## src/rtl/byp_tag_pkg.sv

```systemverilog
package byp_tag_pkg;

    localparam int TAG_W = 7;

    localparam logic [15:0] ADDR_QID = 16'h1408;
    localparam logic [15:0] ADDR_TAG = 16'h140C;

    typedef enum logic [1:0] {
        RES_GRANT  = 2'd0,
        RES_REJECT = 2'd1,
        RES_FULL   = 2'd2
    } res_code_e;

    typedef struct packed {
        logic              vld;
        res_code_e         code;
        logic [TAG_W-1:0]  tag;
    } alloc_res_t;

    // Result word: valid in bit 31, code in bits 9:8, tag in bits 6:0
    function automatic logic [31:0] pack_res(alloc_res_t r);
        return {r.vld, 21'd0, r.code, 1'b0, r.tag};
    endfunction

endpackage

```

## src/rtl/byp_tag_cam.sv

```systemverilog
module byp_tag_cam
    import byp_tag_pkg::*;
#(
    parameter int QW = 6,
    parameter int NT = 8
) (
    input  logic                    clk,
    input  logic                    rst_n,
    input  logic [(1<<QW)-1:0]      q_valid,
    input  logic [(1<<QW)-1:0]      q_sbyp,
    input  logic                    req_vld,
    input  logic [QW-1:0]           req_qid,
    output alloc_res_t              req_res,
    input  logic [TAG_W-1:0]        lk_tag,
    output logic                    lk_hit,
    output logic [QW-1:0]           lk_qid,
    input  logic [QW-1:0]           dq_qid,
    output logic                    dq_hit,
    output logic [$clog2(NT)-1:0]   dq_idx,
    output logic [NT-1:0]           rel_mask
);

    localparam int TIW = $clog2(NT);

    typedef struct packed {
        logic [NT-1:0]          vld;
        logic [NT-1:0][QW-1:0]  qid;
    } cam_t;

    cam_t st_d, st_q;

    logic            req_hit;
    logic [TIW-1:0]  req_idx;
    logic            any_free;
    logic [TIW-1:0]  free_idx;
    logic            q_ok;
    logic            lk_in_range;
    logic [TIW-1:0]  lk_idx;

    always_comb begin
        st_d     = st_q;
        req_hit  = 1'b0;
        req_idx  = '0;
        any_free = 1'b0;
        free_idx = '0;
        dq_hit   = 1'b0;
        dq_idx   = '0;

        // lowest free entry wins: scan from the top down
        for (int i = NT - 1; i >= 0; i--) begin
            if (!st_q.vld[i]) begin
                any_free = 1'b1;
                free_idx = TIW'(i);
            end
        end

        // associative match on request and data-side queue ids
        for (int i = 0; i < NT; i++) begin
            rel_mask[i] = st_q.vld[i] && !q_valid[st_q.qid[i]];
            if (st_q.vld[i] && (st_q.qid[i] == req_qid)) begin
                req_hit = 1'b1;
                req_idx = TIW'(i);
            end
            if (st_q.vld[i] && (st_q.qid[i] == dq_qid)) begin
                dq_hit = 1'b1;
                dq_idx = TIW'(i);
            end
        end

        // direct-indexed lookup of the descriptor tag
        lk_in_range = ({1'b0, lk_tag} < (TAG_W + 1)'(NT));
        lk_idx      = lk_tag[TIW-1:0];
        lk_hit      = lk_in_range && st_q.vld[lk_idx];
        lk_qid      = st_q.qid[lk_idx];

        // allocation decision
        q_ok         = q_valid[req_qid] && q_sbyp[req_qid];
        req_res.vld  = 1'b0;
        req_res.code = RES_GRANT;
        req_res.tag  = '0;
        if (!q_ok) begin
            req_res.code = RES_REJECT;
        end else if (req_hit) begin
            req_res.vld = 1'b1;
            req_res.tag = TAG_W'(req_idx);
        end else if (any_free) begin
            req_res.vld = 1'b1;
            req_res.tag = TAG_W'(free_idx);
            if (req_vld) begin
                st_d.vld[free_idx] = 1'b1;
                st_d.qid[free_idx] = req_qid;
            end
        end else begin
            req_res.code = RES_FULL;
        end

        // release entries whose queue has been invalidated
        for (int i = 0; i < NT; i++) begin
            if (rel_mask[i]) begin
                st_d.vld[i] = 1'b0;
            end
        end
    end

    always_ff @(posedge clk) begin
        if (!rst_n) begin
            st_q <= '0;
        end else begin
            st_q <= st_d;
        end
    end

    function automatic logic dup_qid(cam_t s);
        for (int i = 0; i < NT; i++) begin
            for (int j = i + 1; j < NT; j++) begin
                if (s.vld[i] && s.vld[j] && (s.qid[i] == s.qid[j])) begin
                    return 1'b1;
                end
            end
        end
        return 1'b0;
    endfunction

    // a queue id never occupies two entries
    a_r3_unique_qid: assert property (@(posedge clk) disable iff (!rst_n)
        !dup_qid(st_q));

    for (genvar g = 0; g < NT; g++) begin : g_rel_chk
        // an invalidated queue's entry is gone on the next cycle
        a_r6_release_frees: assert property (@(posedge clk) disable iff (!rst_n)
            rel_mask[g] |=> !st_q.vld[g]);
    end

endmodule

```

## src/rtl/byp_tag_regs.sv

```systemverilog
module byp_tag_regs
    import byp_tag_pkg::*;
#(
    parameter int QW = 6
) (
    input  logic            clk,
    input  logic            rst_n,
    input  logic            reg_wr,
    input  logic            reg_rd,
    input  logic [15:0]     reg_addr,
    input  logic [31:0]     reg_wdata,
    output logic [31:0]     reg_rdata,
    output logic            req_vld,
    output logic [QW-1:0]   req_qid,
    input  alloc_res_t      req_res
);

    typedef struct packed {
        logic [QW-1:0]  qreg;
        alloc_res_t     res;
        logic [31:0]    rdata;
    } regs_t;

    regs_t r_d, r_q;

    logic unused_wdata;
    assign unused_wdata = ^reg_wdata[31:QW];

    always_comb begin
        r_d     = r_q;
        req_vld = reg_wr && (reg_addr == ADDR_QID);
        req_qid = reg_wdata[QW-1:0];

        if (req_vld) begin
            r_d.qreg = req_qid;
            r_d.res  = req_res;
        end

        r_d.rdata = '0;
        if (reg_rd) begin
            case (reg_addr)
                ADDR_TAG: r_d.rdata = pack_res(r_q.res);
                ADDR_QID: r_d.rdata = 32'(r_q.qreg);
                default:  r_d.rdata = '0;
            endcase
        end
    end

    always_ff @(posedge clk) begin
        if (!rst_n) begin
            r_q <= '0;
        end else begin
            r_q <= r_d;
        end
    end

    assign reg_rdata = r_q.rdata;

    // read data is quiet in any cycle not preceded by a read
    a_r1_rdata_idle: assert property (@(posedge clk) disable iff (!rst_n)
        !reg_rd |=> (reg_rdata == '0));

endmodule

```

## src/rtl/byp_tag_order.sv

```systemverilog
module byp_tag_order #(
    parameter int QW    = 6,
    parameter int NT    = 8,
    parameter int DEPTH = 4
) (
    input  logic                    clk,
    input  logic                    rst_n,
    input  logic                    push_vld,
    input  logic [$clog2(NT)-1:0]   push_idx,
    input  logic [QW-1:0]           push_qid,
    input  logic                    pop_vld,
    input  logic [$clog2(NT)-1:0]   pop_idx,
    input  logic [QW-1:0]           pop_qid,
    input  logic [NT-1:0]           flush_mask,
    output logic                    ord_ok,
    output logic                    ord_err
);

    localparam int PW = (DEPTH > 1) ? $clog2(DEPTH) : 1;
    localparam int CW = $clog2(DEPTH + 1);

    typedef struct packed {
        logic [NT-1:0][DEPTH-1:0][QW-1:0]  mem;
        logic [NT-1:0][PW-1:0]             rp;
        logic [NT-1:0][PW-1:0]             wp;
        logic [NT-1:0][CW-1:0]             cnt;
    } ord_t;

    ord_t s_d, s_q;

    logic           do_push;
    logic           do_pop;
    logic [NT-1:0]  inc;
    logic [NT-1:0]  dec;

    function automatic logic [PW-1:0] ptr_next(logic [PW-1:0] p);
        return (p == PW'(DEPTH - 1)) ? '0 : p + PW'(1);
    endfunction

    always_comb begin
        s_d     = s_q;
        ord_ok  = 1'b0;
        ord_err = 1'b0;

        do_pop  = pop_vld  && (s_q.cnt[pop_idx]  != '0);
        do_push = push_vld && (s_q.cnt[push_idx] != CW'(DEPTH));

        if (pop_vld) begin
            if (!do_pop) begin
                ord_err = 1'b1;
            end else if (s_q.mem[pop_idx][s_q.rp[pop_idx]] == pop_qid) begin
                ord_ok = 1'b1;
            end else begin
                ord_err = 1'b1;
            end
        end
        if (push_vld && !do_push) begin
            ord_err = 1'b1;
        end

        for (int t = 0; t < NT; t++) begin
            inc[t] = do_push && (push_idx == t[$clog2(NT)-1:0]);
            dec[t] = do_pop  && (pop_idx  == t[$clog2(NT)-1:0]);
            if (inc[t]) begin
                s_d.mem[t][s_q.wp[t]] = push_qid;
                s_d.wp[t]             = ptr_next(s_q.wp[t]);
            end
            if (dec[t]) begin
                s_d.rp[t] = ptr_next(s_q.rp[t]);
            end
            s_d.cnt[t] = s_q.cnt[t] + CW'(inc[t]) - CW'(dec[t]);
            if (flush_mask[t]) begin
                s_d.cnt[t] = '0;
                s_d.rp[t]  = '0;
                s_d.wp[t]  = '0;
            end
        end
    end

    always_ff @(posedge clk) begin
        if (!rst_n) begin
            s_q <= '0;
        end else begin
            s_q <= s_d;
        end
    end

    for (genvar g = 0; g < NT; g++) begin : g_ord_chk
        // pending ids per tag never exceed the depth
        a_r11_no_overflow: assert property (@(posedge clk) disable iff (!rst_n)
            s_q.cnt[g] <= CW'(DEPTH));
        // a freed tag has nothing pending afterwards
        a_r12_flush_empties: assert property (@(posedge clk) disable iff (!rst_n)
            flush_mask[g] |=> (s_q.cnt[g] == '0));
    end

endmodule

```

## src/rtl/byp_tag_alloc.sv

```systemverilog
module byp_tag_alloc
    import byp_tag_pkg::*;
#(
    parameter int QW    = 6,
    parameter int NT    = 8,
    parameter int DEPTH = 4
) (
    input  logic                clk,
    input  logic                rst_n,
    input  logic                reg_wr,
    input  logic                reg_rd,
    input  logic [15:0]         reg_addr,
    input  logic [31:0]         reg_wdata,
    output logic [31:0]         reg_rdata,
    input  logic [(1<<QW)-1:0]  q_valid,
    input  logic [(1<<QW)-1:0]  q_sbyp,
    input  logic                desc_vld,
    input  logic [6:0]          desc_tag,
    input  logic [QW-1:0]       desc_qid,
    input  logic                dat_vld,
    input  logic [QW-1:0]       dat_ctrl_qid,
    input  logic [QW-1:0]       dat_pkt_qid,
    output logic                lk_vld,
    output logic [QW-1:0]       lk_qid,
    output logic                lk_err,
    output logic                ctl_err,
    output logic                dat_ok,
    output logic                ord_err
);

    localparam int TIW = $clog2(NT);

    typedef struct packed {
        logic           lk_vld;
        logic [QW-1:0]  lk_qid;
        logic           lk_err;
        logic           ctl_err;
        logic           dat_ok;
        logic           ord_err;
    } out_t;

    out_t o_d, o_q;

    logic            req_vld;
    logic [QW-1:0]   req_qid;
    alloc_res_t      req_res;
    logic            cam_lk_hit;
    logic [QW-1:0]   cam_lk_qid;
    logic            dq_hit;
    logic [TIW-1:0]  dq_idx;
    logic [NT-1:0]   rel_mask;
    logic            push_vld;
    logic            pop_vld;
    logic            ord_ok_c;
    logic            ord_err_c;

    byp_tag_regs #(.QW(QW)) u_regs (
        .clk       (clk),
        .rst_n     (rst_n),
        .reg_wr    (reg_wr),
        .reg_rd    (reg_rd),
        .reg_addr  (reg_addr),
        .reg_wdata (reg_wdata),
        .reg_rdata (reg_rdata),
        .req_vld   (req_vld),
        .req_qid   (req_qid),
        .req_res   (req_res)
    );

    byp_tag_cam #(.QW(QW), .NT(NT)) u_cam (
        .clk      (clk),
        .rst_n    (rst_n),
        .q_valid  (q_valid),
        .q_sbyp   (q_sbyp),
        .req_vld  (req_vld),
        .req_qid  (req_qid),
        .req_res  (req_res),
        .lk_tag   (desc_tag),
        .lk_hit   (cam_lk_hit),
        .lk_qid   (cam_lk_qid),
        .dq_qid   (dat_ctrl_qid),
        .dq_hit   (dq_hit),
        .dq_idx   (dq_idx),
        .rel_mask (rel_mask)
    );

    assign push_vld = desc_vld && cam_lk_hit;
    assign pop_vld  = dat_vld && dq_hit;

    byp_tag_order #(.QW(QW), .NT(NT), .DEPTH(DEPTH)) u_order (
        .clk        (clk),
        .rst_n      (rst_n),
        .push_vld   (push_vld),
        .push_idx   (desc_tag[TIW-1:0]),
        .push_qid   (desc_qid),
        .pop_vld    (pop_vld),
        .pop_idx    (dq_idx),
        .pop_qid    (dat_pkt_qid),
        .flush_mask (rel_mask),
        .ord_ok     (ord_ok_c),
        .ord_err    (ord_err_c)
    );

    always_comb begin
        o_d         = '0;
        o_d.lk_vld  = push_vld;
        o_d.lk_qid  = push_vld ? cam_lk_qid : '0;
        o_d.lk_err  = desc_vld && !cam_lk_hit;
        o_d.ctl_err = dat_vld && !dq_hit;
        o_d.dat_ok  = ord_ok_c;
        o_d.ord_err = ord_err_c;
    end

    always_ff @(posedge clk) begin
        if (!rst_n) begin
            o_q <= '0;
        end else begin
            o_q <= o_d;
        end
    end

    assign lk_vld  = o_q.lk_vld;
    assign lk_qid  = o_q.lk_qid;
    assign lk_err  = o_q.lk_err;
    assign ctl_err = o_q.ctl_err;
    assign dat_ok  = o_q.dat_ok;
    assign ord_err = o_q.ord_err;

    // a descriptor either resolves or errors, never both
    a_r8_lookup_exclusive: assert property (@(posedge clk) disable iff (!rst_n)
        !(lk_vld && lk_err));

    // failed lookups carry no queue id
    a_r8_qid_zero_on_miss: assert property (@(posedge clk) disable iff (!rst_n)
        !lk_vld |-> (lk_qid == '0));

    // a packet without a tag consumes nothing, so it cannot match
    a_r9_ctl_no_match: assert property (@(posedge clk) disable iff (!rst_n)
        ctl_err |-> !dat_ok);

endmodule

```

## config.mk

```make
export PLATFORM = sky130hd
export DESIGN_NAME = byp_tag_alloc
export DESIGN_NICKNAME = d
export VERILOG_FILES = /design/src/rtl/byp_tag_pkg.sv /design/src/rtl/byp_tag_cam.sv /design/src/rtl/byp_tag_regs.sv /design/src/rtl/byp_tag_order.sv /design/src/rtl/byp_tag_alloc.sv
export SDC_FILE = /design/constraint.sdc
export NUM_CORES = 1
export LEC_CHECK = 0
export CORE_ASPECT_RATIO = 0.6
export CORE_MARGIN = 1.5
export CORE_UTILIZATION = 63
export DETAILED_ROUTE_END_ITERATION = 6
export PLACE_DENSITY = 0.88
export SYNTH_ARGS = -nofsm -noshare
export SYNTH_HDL_FRONTEND = slang
export SYNTH_HIERARCHICAL = 1
export SYNTH_SLANG_ARGS = --single-unit
```

## constraint.sdc

```tcl
create_clock -name clk -period 12.8 [get_ports clk]
set_clock_uncertainty 0.1 [all_clocks]
set_input_delay 3.2 -clock clk [delete_from_list [all_inputs] [get_ports clk]]
set_output_delay 3.2 -clock clk [all_outputs]
set_load 0.05 [all_outputs]
```

Word level (Yosys, flattened, before mapping)
Cells that the tools add are included.
Operators by class
  bitwise logic cells: 3
  order comparisons: 31
  mux-type cells: 140
  eq/ne operators: 50
  $add $sub $neg: 32
  reductions and logical operators: 85
Operators by type and width (number)
  bitwise mux 24 bit: 8
  == test 6 bit: 17
  demux 6 bit (select 2 bit): 8
  binary-select mux 24 bit (select 3 bit): 1
  2-to-1 mux 6 bit: 11
  case mux 32 bit (2 select lines): 1
  less-than comparator 6 x 7 -> 1 bit (second input constant): 9
  binary-select mux 1 bit (select 6 bit): 10
  logical AND 1 bit: 59
  2-to-1 mux 3 bit: 19
  bitwise mux 48 bit: 1
  2-to-1 mux 2 bit: 24
  2-to-1 mux 1 bit: 46
  adder 2 x 1 -> 2 bit (second input constant): 16
  == test 16 x 13 -> 1 bit (second input constant): 2
  == test 2 bit (second input constant): 16
  less-than comparator 2 x 3 -> 1 bit (second input constant): 9
  adder 3 x 1 -> 3 bit: 8
  == test 3 bit (second input constant): 8
  2-to-1 mux 24 bit: 1
  subtractor 3 x 1 -> 3 bit: 8
  binary-select mux 3 bit (select 3 bit): 2
  binary-select mux 6 bit (select 3 bit): 1
  demux 6 bit (select 3 bit): 1
  21 further kinds: 55
Word-level totals
  logic and storage cells: 424
  input bits: 207
  flip-flop bits (word level): 363
  output and inout bits: 43

Longest topological paths before layout
Gate-level depths: netlist (run 1).
  depth after elaboration: 18
  depth in mapped cells: 26
  gate-level depth less buffers: 22

Hierarchy
Netlist (run 1), hierarchy kept.
By module, submodules not included
  byp_tag_order: instances 1, area an instance 12658.4 sq um, seq. area each 4964.8 sq um, cells each 1326
  byp_tag_cam: instances 1, area an instance 9011.1 sq um, seq. area each 1121.1 sq um, cells each 799
  byp_tag_regs: instances 1, area an instance 1341.3 sq um, seq. area each 520.5 sq um, cells each 145
  byp_tag_alloc: instances 1, area an instance 339.1 sq um, seq. area each 220.2 sq um, cells each 25

Worst setup path before layout (run 1)
OpenSTA, ideal clock, no wires.
  kind: input to register
  start point: in dat_ctrl_qid[0]
  end point: reg u_order/s_q[2] (netlist name)
  arrival time: 7.570 ns
  slack: 5.009 ns
  path buffers: 5
  required time: 12.579 ns
  stages on the path: 24
  library setup time: 0.121 ns
  cells stage by stage: clkbuf_1 xnor2_1 nand4_1 or4_1 a21oi_1 nor2_1 nor2_1 o21bai_1 buf_4 buf_4 buf_2 a211oi_1 a21oi_1 or3b_2 clkbuf_1 nor3_1 ha_1 inv_1 ha_1 inv_1 fa_1 xor2_1 xnor2_1 nor2_1
Between the ends
  cells in the longest elaborated chain, start to end: 15
  elaborated cells between the ends (all ways): 39
  classes of those cells: add/sub (1); eq/ne (8); mux (17); reduce/logical (13)
RTL lines
  from (decl): RTL line byp_tag_alloc.sv:21  | input logic [QW-1:0] dat_ctrl_qid,
  == test 6 bit: RTL line byp_tag_cam.sv:64  | if (st_q.vld[i] && (st_q.qid[i] == dq_qid)) begin
  logical AND 1 bit: RTL line byp_tag_cam.sv:64
  2-to-1 mux 1 bit: RTL line byp_tag_cam.sv:64
  2-to-1 mux 2 bit (2 in a row): RTL line byp_tag_cam.sv:64
  2-to-1 mux 3 bit (3 in a row): RTL line byp_tag_cam.sv:64
  2-to-1 mux 3 bit *: RTL line byp_tag_cam.sv:64
  via dq_idx[0]: RTL line byp_tag_alloc.sv:50  | logic [TIW-1:0] dq_idx;
  binary-select mux 3 bit (select 3 bit): RTL line byp_tag_order.sv:45  | do_pop = pop_vld && (s_q.cnt[pop_idx] != '0);
  2-to-1 mux 3 bit (implied by the code): RTL line byp_tag_order.sv:45
  nonzero test 3 bit: RTL line byp_tag_order.sv:45
  logical AND 1 bit: RTL line byp_tag_order.sv:45
  logical AND 1 bit *: RTL line byp_tag_order.sv:63  | dec[t] = do_pop && (pop_idx == t[$clog2(NT)-1:0]);
  via u_order.dec[0]: RTL line byp_tag_order.sv:34  | logic [NT-1:0] dec;
  subtractor 3 x 1 -> 3 bit *: RTL line byp_tag_order.sv:71  | s_d.cnt[t] = s_q.cnt[t] + CW'(inc[t]) - CW'(dec[t]);
  to (decl): RTL line byp_tag_order.sv:29  | ord_t s_d, s_q;
Mark *: on every way through the listed nets, which the timed path passes. The rest lies on a longest branch. The select of a mux whose other input is x is not followed.
A chain may end at the register's enable or synchronous reset.

Worst setup path in the final report (run 1)
  start point: in dat_ctrl_qid[3]
  end point: reg u_order/s_q[14] (netlist name)
The elaborated chain is that of the path after synthesis.

==> flow_summary_export.csv, run 1 <==
group,metric,value,unit
placement,dp_hpwl,54800,um
synthesis,synth_area_leaders,"dfxtp_1, mux4_2, mux2i_1",
layout,nets,2634,
setup_path,r2r_setup_slack,6510,ps
timing,max_slew.worst_pin.slew,1320,ps
timing,fmaxAchievable,111,MHz
global_routing,grt_pass1_wl,116000,um
layout,antenna_cells,0,
timing,finalHoldViolations,0,
detailed_routing,totalWireLength,76700,um
run,cap_violations,0,
pwr,ir_drop,0.106,mV
detailed_routing,dr_total_vias,20000,
cts,clk_transition_reported_paths,60,ps
cts,cts_tree,"built",
global_routing,grt_max_degree,123,
die,core.rowCount,54,
layout,drive_above_1_share,16.5,%
pwr,p_total,2.35,mW
cts,cts_resized,0,
die,dieArea,38300,sq um
setup_path,crit_type,"in -> reg",
cts,clockBufferDepth,3,
synthesis,yosysMostFrequentCell,"dfxtp_1",
status,status,"finished clean",
setup_path,critPathArrivalTime,9380,ps
pwr,power.density,89.4,nW/um^2
cts,clock_latency,590,ps
layout,areaGrowthSynthToFinish,12.5,%
setup_path,critPathMaxFanout,26,
timing,setup_viol,0,
timing,rsz0062_at_grt,"false",
global_routing,grt-ovfl-total,0,
synthesis,synth_edf_count,0,
die,start_util,64.1,%
global_routing,grt_pass1_vias,19200,
placement,globalplace.congestion,1.01,
synthesis,synth-seq-cells,341,
cts,cts_sinks,341,
detailed_routing,drtAntennaViolNets,0,
die,die_w,252,um
detailed_routing,drc_errors,0,
synthesis,yosys-top-cells-count,"dfxtp_1, nand2_1, mux4_2",
synthesis,syn_area,23300,sq um
cts,numCtsBuffers,30,
synthesis,syn_inst,2295,
detailed_routing,drt_iter0_drc,2796,
setup_path,cp-start-kind,"input port",
cts,post_cts_buffers,0,
synthesis,async_flop_share,0,%
cts,h-tree-depth,1,
synthesis,ys_seq_area_share,29.2,%
cts,postCtsHoldBufs,0,
die,die_h,152,um
global_routing,grt_usage,39.7,%
synthesis,syn_area_per_cell,10.2,sq um
worst_hold_path,hold-path-cell-count,2,
timing,finalCritPeriodShare,70.6,%
global_routing,antenna_found_initial,0,
setup_path,worstSetupEndpointType,"flip-flop",
detailed_routing,drtPass1Iterations,6,
synthesis,yosys.cell_types.count,83,
synthesis,yosysTopAreaCell,"dfxtp_1",
die,ios,250,
synthesis,synth_flop_cell,"dfxtp_1",
timing,period_needed,9040,ps
cts,clockRootBuffer,"clkbuf_16",
timing,max_slew_margin,11.9,%
detailed_routing,vias_per_cell,7.00,
layout,fillerInstances,2511,
timing,finalMaxSlewViolations,0,
timing,timing.setup.tns,0,ps
worst_hold_path,hold_class,"reg -> reg",
detailed_routing,wl_per_cell,26.8,um
pwr,p_leak,8.63,nW
setup_path,required,13140,ps
synthesis,synth_top_area_share,29.2,%
synthesis,yosys_warnings,6,
setup_path,rr_worst_depth,20,
die,core-area,36400,sq um
placement,port_buffers,201,
[cell families (layout without fill, tap and decap cells)]
family / after synthesis / in the layout / share of synthesized area, %
multiplexers: 412 / 412 / 30.2
AND/OR/NAND/NOR: 769 / 769 / 17.0
buffers and inverters: 300 / 367 / 6.52
other: 2 / 26 / 0.0322
XOR/XNOR: 118 / 118 / 4.43
adder cells (fa/ha/maj): 64 / 64 / 3.69
flip-flops: 341 / 341 / 29.2
AO/OA/AOI/OAI: 289 / 289 / 8.94
[worst paths after layout]
check                                                  from                          end
worst max-delay path                        dat_ctrl_qid[3]   u_order/s_q[14]$_SDFF_PP0_
worst min-delay path            u_regs/r_q[40]$_SDFFE_PN0P_  u_regs/r_q[40]$_SDFFE_PN0P_
worst max register to register  u_cam/st_q[33]$_SDFFE_PN0P_   u_order/s_q[14]$_SDFF_PP0_
worst min register to register  u_regs/r_q[40]$_SDFFE_PN0P_  u_regs/r_q[40]$_SDFFE_PN0P_
[layer usage]
metal | GRT usage, % | vias up | wire length [um] | share of wire, %
met5 | 0 | - | 0 | 0
met4 | 8.03 | 0 | 1770 | 2.3
met3 | 20.0 | 179 | 13900 | 18
met2 | 54.1 | 1575 | 31300 | 41
met1 | 56.4 | 9842 | 29700 | 39
li1 | - | 8426 | - | -
[sequential cells by signal (all words and copies together), names as in the netlist]
signal	flops
lk_vld	1
dat_ok	1
u_order/s_q	248
lk_err	1
ord_err	1
u_regs/r_q	16
u_cam/st_q	56
lk_qid	6
u_regs/reg_rdata	10
ctl_err	1
[cell usage in the layout, fill, tap and decap left out, types with 56 or more instances in the layout]
master / count
a21boi_0: 124
inv_1: 63
mux2i_1: 169
ha_1: 56
mux4_2: 232
xnor2_1: 64
nand2_1: 285
clkdlybuf4s50_1: 199
dfxtp_1: 341
nor2b_1: 87
nand3_1: 132
nor2_1: 81
[report_power, final]
group	switching (mW)	internal (mW)	total [mW]	leakage [nW]
Sequential	0.000129	1.06	1.06	2.75
Combinational	0.149	0.119	0.268	5.33
Clock	0.421	0.599	1.02	0.552
Total	0.570	1.78	2.35	8.63
[metrics by stage]
step	hold WS [ps]	utilization [%]	setup slack [ps]	instance area, sq um	cells
2_1_floorplan	330	-	5010	23400	2319
3_3_place_gp	337	69.1	3590	25200	2807
3_5_place_dp	340	69.1	3330	25200	2807
4_1_cts	355	72.1	3920	26300	2862
5_1_grt	380	72.1	3480	26300	2862
6_report	356	72.1	3760	26300	2862
[cell type report]
| type | instances | area [sq um] | area share, % |
|---|---|---|---|
| flip-flops and latches | 341 | 6830 | 26.0 |
| inverters | 64 | 240 | 0.915 |
| repair buffers | 248 | 2360 | 8.99 |
| clock inverters | 11 | 184 | 0.700 |
| well taps | 476 | 596 | 2.27 |
| clock buffers | 44 | 925 | 3.52 |
| multi-input cells | 1678 | 15100 | 57.6 |
[worst max-delay path, cell delays in order]
cell and delay [ps]:
clkdlybuf4s50_1 850, xnor2_1 190, nand4_1 110, nor4_1 640, nor2_1 170, o21bai_4 790, buf_4 540, nand2b_1 340
o21ai_0 260, o31a_1 170, nand2_1 200, or3_1 470, inv_1 90, ha_1 220, inv_1 50, ha_1 120
inv_1 50, fa_1 430, xor2_1 240, xnor2_1 160, nor2_1 60
No activity file was read; power rests on OpenSTA's default activity.
==> run 2, diff against run 1 <==
Settings changed: CORE_UTILIZATION 63 to 53, PLACE_DENSITY 0.88 to 0.78.
Clock period 12.8 ns to 7.59 ns, I/O delays scaled along.
==> flow_summary_export.csv, run 2 (same netlist as run 1, synthesis figures left out) <==
group,metric,value,unit
layout,nets,2658,
layout,multi_input_area,15100,sq um
detailed_routing,wl_per_cell,26.1,um
layout,reg_top3,"u_order/s_q: 248 flops, u_cam/st_q: 56 flops, u_regs/r_q: 16 flops",
timing,timing.setup.tns,0,ps
pwr,power.switching,1.01,mW
pwr,p_sw_share,25.1,%
cts,postCtsHoldBufs,0,
global_routing,grt_pass1_vias,18700,
cts,clock_latency,520,ps
pwr,p_int,3.03,mW
layout,final_common_cell,"dfxtp_1",
layout,finalCoreUtilization,61.4,%
layout,areaGrowthSynthToFinish,14.1,%
placement,place_area,25500,sq um
detailed_routing,drt_iter0_drc,2843,
setup_path,cp-start-kind,"input port",
cts,clk_transition_reported_paths,70,ps
timing,setup_viol,0,
timing,period_needed,6740,ps
status,status,"finished clean",
layout,top_register,"u_order/s_q",
cts,clockBufferDepth,3,
global_routing,antenna_found_initial,7,
layout,drive_above_1_share,17.3,%
placement,dp_hpwl,56400,um
detailed_routing,dr_total_vias,19900,
placement,port_buffers,201,
detailed_routing,drtAntennaViolNets,0,
layout,finalInstanceArea,26600,sq um
pwr,ir_drop,0.103,mV
die,ios,250,
cts,cts_resized,0,
global_routing,grt_pass1_wl,116000,um
setup_path,required,7920,ps
cts,numCtsBuffers,34,
detailed_routing,drtPass1Iterations,6,
die,core.rowCount,59,
layout,register_area,6830,sq um
worst_hold_path,hold_class,"reg -> reg",
setup_path,crit_type,"in -> reg",
timing,max_slew_margin,13.9,%
pwr,p_leak,8.75,nW
pwr,power.density,152,nW/um^2
pwr,pwr-share-clk,44.3,%
cts,post_cts_buffers,0,
die,start_util,53.8,%
run,cap_violations,0,
cts,cts_tree,"built",
timing,rsz0062_at_grt,"false",
global_routing,grt-ovfl-total,0,
layout,final_cell_mix,"dfxtp_1, nand2_1, mux4_2",
global_routing,grt_max_degree,140,
die,dieArea,45400,sq um
cts,cts_sinks,341,
setup_path,critPathMaxFanout,13,
pwr,pwr-share-comb,11.4,%
timing,fmaxAchievable,148,MHz
timing,finalHoldViolations,0,
setup_path,worstSetupEndpointType,"flip-flop",
layout,largest_reg_flops,248,
die,core-area,43400,sq um
die,die_w,274,um
timing,finalMaxSlewViolations,0,
pwr,seqPwrFrac,44.3,%
placement,globalplace.congestion,1.03,
detailed_routing,drc_errors,0,
timing,max_slew.worst_pin.slew,1280,ps
global_routing,grt_usage,34.0,%
timing,finalCritPeriodShare,88.7,%
layout,fillerInstances,3470,
detailed_routing,vias_per_cell,6.65,
cts,clockRootBuffer,"clkbuf_16",
die,die_h,166,um
setup_path,critPathArrivalTime,7060,ps
cts,h-tree-depth,2,
detailed_routing,totalWireLength,78000,um
## run 2: worst max-delay path, cell delays in order
cell and delay [ps]:
clkdlybuf4s50_1 660, xor2_1 250, or4_1 560, nor2b_1 200
o31ai_4 560, buf_4 300, buf_4 250, nand4b_1 170
o221a_2 190, o21a_1 170, buf_12 180, mux2i_1 590
mux2i_1 210, xor2_1 170, nand2_1 90, o41a_1 410
and2_2 190
## run 2: area by class of cell
cell class                      count  area share (%)
Multi-Input combinational cell   1678            56.8
Sequential cell                   341            25.6
Tap cell                          579            2.72
Timing Repair Buffer              268            9.57
Clock inverter                     13           0.625
Clock buffer                       47            3.76
Antenna cell                        1         0.00939
Inverter                           64           0.902
## run 2: routing by layer
metal	global-route usage [%]	wire length, um
met4	6.87	1530
met5	0	37
met2	45.9	31000
met3	15.1	13100
met1	49.7	32300
## run 2: path summary, 6_finish.rpt
path                                                  start                           to  slack [ps]  cells after the start
worst min-delay path            u_regs/r_q[38]$_SDFFE_PN0P_  u_regs/r_q[38]$_SDFFE_PN0P_         360                      2
worst max register to register  u_cam/st_q[14]$_SDFFE_PN0P_           ord_err$_SDFF_PN0_        2160                     17
worst max-delay path                        dat_ctrl_qid[3]           ord_err$_SDFF_PN0_         850                     17
worst min register to register  u_regs/r_q[38]$_SDFFE_PN0P_  u_regs/r_q[38]$_SDFFE_PN0P_         360                      2
## run 2: power by group through the flow
stage	registers (mW)	logic [mW]	clock network, mW
CTS	1.79	0.444	1.80
finish	1.79	0.462	1.79
global placement	1.83	0.432	0
floorplan	1.83	0.250	0
global route	1.79	0.477	1.88
detailed placement	1.83	0.442	0
## run 2: through the flow
step / instances / hold WS [ps] / power [mW] / setup slack [ps]
after floorplan: 2319 / 330 / 2.08 / 1100
final: 2991 / 356 / 4.04 / 854
after global routing: 2990 / 380 / 4.15 / 595
after global placement: 2930 / 343 / 2.26 / 603
after CTS: 2990 / 358 / 4.04 / 984
after detailed placement: 2930 / 343 / 2.27 / 488
==> run 3, diff against run 2 <==
Settings changed: CORE_MARGIN 1.5 to unset.
==> flow_summary_export.csv, run 3 (same netlist as run 1, synthesis figures left out) <==
group,metric,value,unit
detailed_routing,drt_iter0_drc,2406,
worst_hold_path,hold-path-cell-count,2,
pwr,p_total,3.97,mW
layout,top_register,"u_order/s_q",
timing,fmaxAchievable,150,MHz
timing,setup_ws,912,ps
timing,finalHoldViolations,0,
placement,place_area,25400,sq um
worst_hold_path,hold_path_end,"u_regs/r_q[40]$_SDFFE_PN0P_",
cts,post_cts_buffers,0,
setup_path,critPathMaxFanout,19,
die,core.rowCount,59,
global_routing,antenna_found_initial,5,
die,dieArea,44900,sq um
setup_path,crit_type,"in -> reg",
layout,areaGrowthSynthToFinish,13.8,%
detailed_routing,dr_total_vias,19500,
setup_path,critPathArrivalTime,6970,ps
layout,final_common_cell,"dfxtp_1",
setup_path,r2r-end,"u_order/s_q[14]$_SDFF_PP0_",
timing,setup_viol,0,
setup_path,critPathMaxStageDelay,660,ps
placement,place_inst,2931,
cts,cts_resized,0,
layout,final_cell_mix,"dfxtp_1, nand2_1, mux4_2",
detailed_routing,vias_per_cell,6.54,
setup_path,path_buf_inv,6,
detailed_routing,totalWireLength,76700,um
setup_path,required,7880,ps
layout,finalInstanceArea,26600,sq um
timing,rsz0062_at_grt,"false",
placement,globalplace.congestion,1.03,
cts,h-tree-depth,2,
cts,cts_sinks,341,
placement,dp_hpwl,56400,um
setup_path,r2r_setup_slack,2040,ps
timing,hold_slack,357,ps
setup_path,crit_chain,"clkdlybuf4s50_1 > xor2_1 > or4_1 > nor2b_1 > o31ai_4 > buf_4 > buf_4 > nand2b_1 > o21ai_0 > o31a_1 > nand2_1 > or3_1 > inv_1 > ha_1 > inv_1 > ha_1 > inv_1 > fa_1 > xor2_1 > xnor2_1 > nor2_1",
pwr,ir_drop,0.139,mV
die,die_h,165,um
layout,final_cells,2991,
setup_path,rr_worst_depth,21,
die,ios,250,
worst_hold_path,hold_class,"reg -> reg",
timing,max_slew.worst_pin.slew,1180,ps
cts,clockBufferDepth,3,
cts,postCtsHoldBufs,0,
layout,largest_reg_flops,248,
detailed_routing,drtAntennaViolNets,0,
timing,timing.setup.tns,0,ps
setup_path,worstSetupEndpointType,"flip-flop",
global_routing,grt_max_degree,124,
die,core-area,43400,sq um
layout,drive_above_1_share,17.1,%
cts,clk_transition_reported_paths,70,ps
global_routing,grt_pass1_vias,18600,
setup_path,cpMaxStageDelayCell,"clkdlybuf4s50_1",
placement,port_buffers,201,
layout,nets,2659,
detailed_routing,drtPass1Iterations,6,
status,status,"finished clean",
cts,numCtsBuffers,34,
die,start_util,53.8,%
pwr,p_leak,8.73,nW
timing,max_slew_margin,20.9,%
pwr,power.density,150,nW/um^2
timing,finalCritPeriodShare,88.0,%
global_routing,grt_usage,33.9,%
setup_path,cp-start-kind,"input port",
global_routing,grt-ovfl-total,0,
setup_path,r2r_start,"u_cam/st_q[14]$_SDFFE_PN0P_",
run,cap_violations,0,
global_routing,grt_pass1_wl,114000,um
setup_path,cpLargestDelayFamily,"buffers and inverters",
detailed_routing,drc_errors,0,
setup_path,crit_top_cell,"inv_1",
detailed_routing,wl_per_cell,25.6,um
cts,clock_latency,540,ps
timing,finalMaxSlewViolations,0,
worst_hold_path,worstHoldStart,"u_regs/r_q[40]$_SDFFE_PN0P_",
cts,cts_tree,"built",
placement,place_ws,455,ps
timing,period_needed,6680,ps
layout,finalCoreUtilization,61.2,%
die,die_w,273,um
layout,reg_top3,"u_order/s_q: 248 flops, u_cam/st_q: 56 flops, u_regs/r_q: 16 flops",
cts,clockRootBuffer,"clkbuf_16",
## run 3: changes by cell type in the layout (fill, tap and decap cells not counted), sizes merged, moves of 2 or more
cell	delta
clkbuf	+3
clkinv	+2
clkinvlp	-4
inv	-2
## run 3: final cells by class
class | count | area, sq um
Sequential cell | 341 | 6830
Tap cell | 579 | 724
Inverter | 64 | 240
Antenna cell | 2 | 5.00
Clock inverter | 8 | 116
Clock buffer | 50 | 1010
Multi-Input combinational cell | 1678 | 15100
Timing Repair Buffer | 269 | 2520
Fill cell | 3475 | 16800
## run 3: worst min-delay path, stage by stage (launching register included)
cell and delay (ps):
dfxtp_1 300, nand2_1 50, o21ai_0 60
## run 3: report_power, final
group / leakage, nW / switching (mW) / internal, mW
clock: 0.555 / 0.728 / 0.997
sequential: 2.75 / 0.000357 / 1.79
combinational: 5.43 / 0.254 / 0.205
total: 8.73 / 0.982 / 2.99
## run 3: metal layers
| metal | GRT usage (%) | routed length, um | part of all wire [%] |
|---|---|---|---|
| met5 | 4.93 | 313 | 0.41 |
| met4 | 7.08 | 1500 | 2.0 |
| met3 | 17.6 | 13100 | 17 |
| met2 | 45.6 | 30600 | 40 |
| met1 | 47.3 | 31200 | 41 |
## run 3: worst max path at each step
stage	from	to	slack, ps	cells after the start
2_1_floorplan	dat_ctrl_qid[0]	u_order/s_q[2]$_SDFF_PP0_	1100	24
3_3_place_gp	dat_ctrl_qid[4]	u_order/s_q[14]$_SDFF_PP0_	570	21
3_5_place_dp	dat_ctrl_qid[4]	u_order/s_q[14]$_SDFF_PP0_	460	21
4_1_cts	dat_ctrl_qid[4]	u_order/s_q[14]$_SDFF_PP0_	960	21
5_1_grt	dat_ctrl_qid[4]	ord_err$_SDFF_PN0_	670	16
6_report	dat_ctrl_qid[4]	u_order/s_q[14]$_SDFF_PP0_	910	21
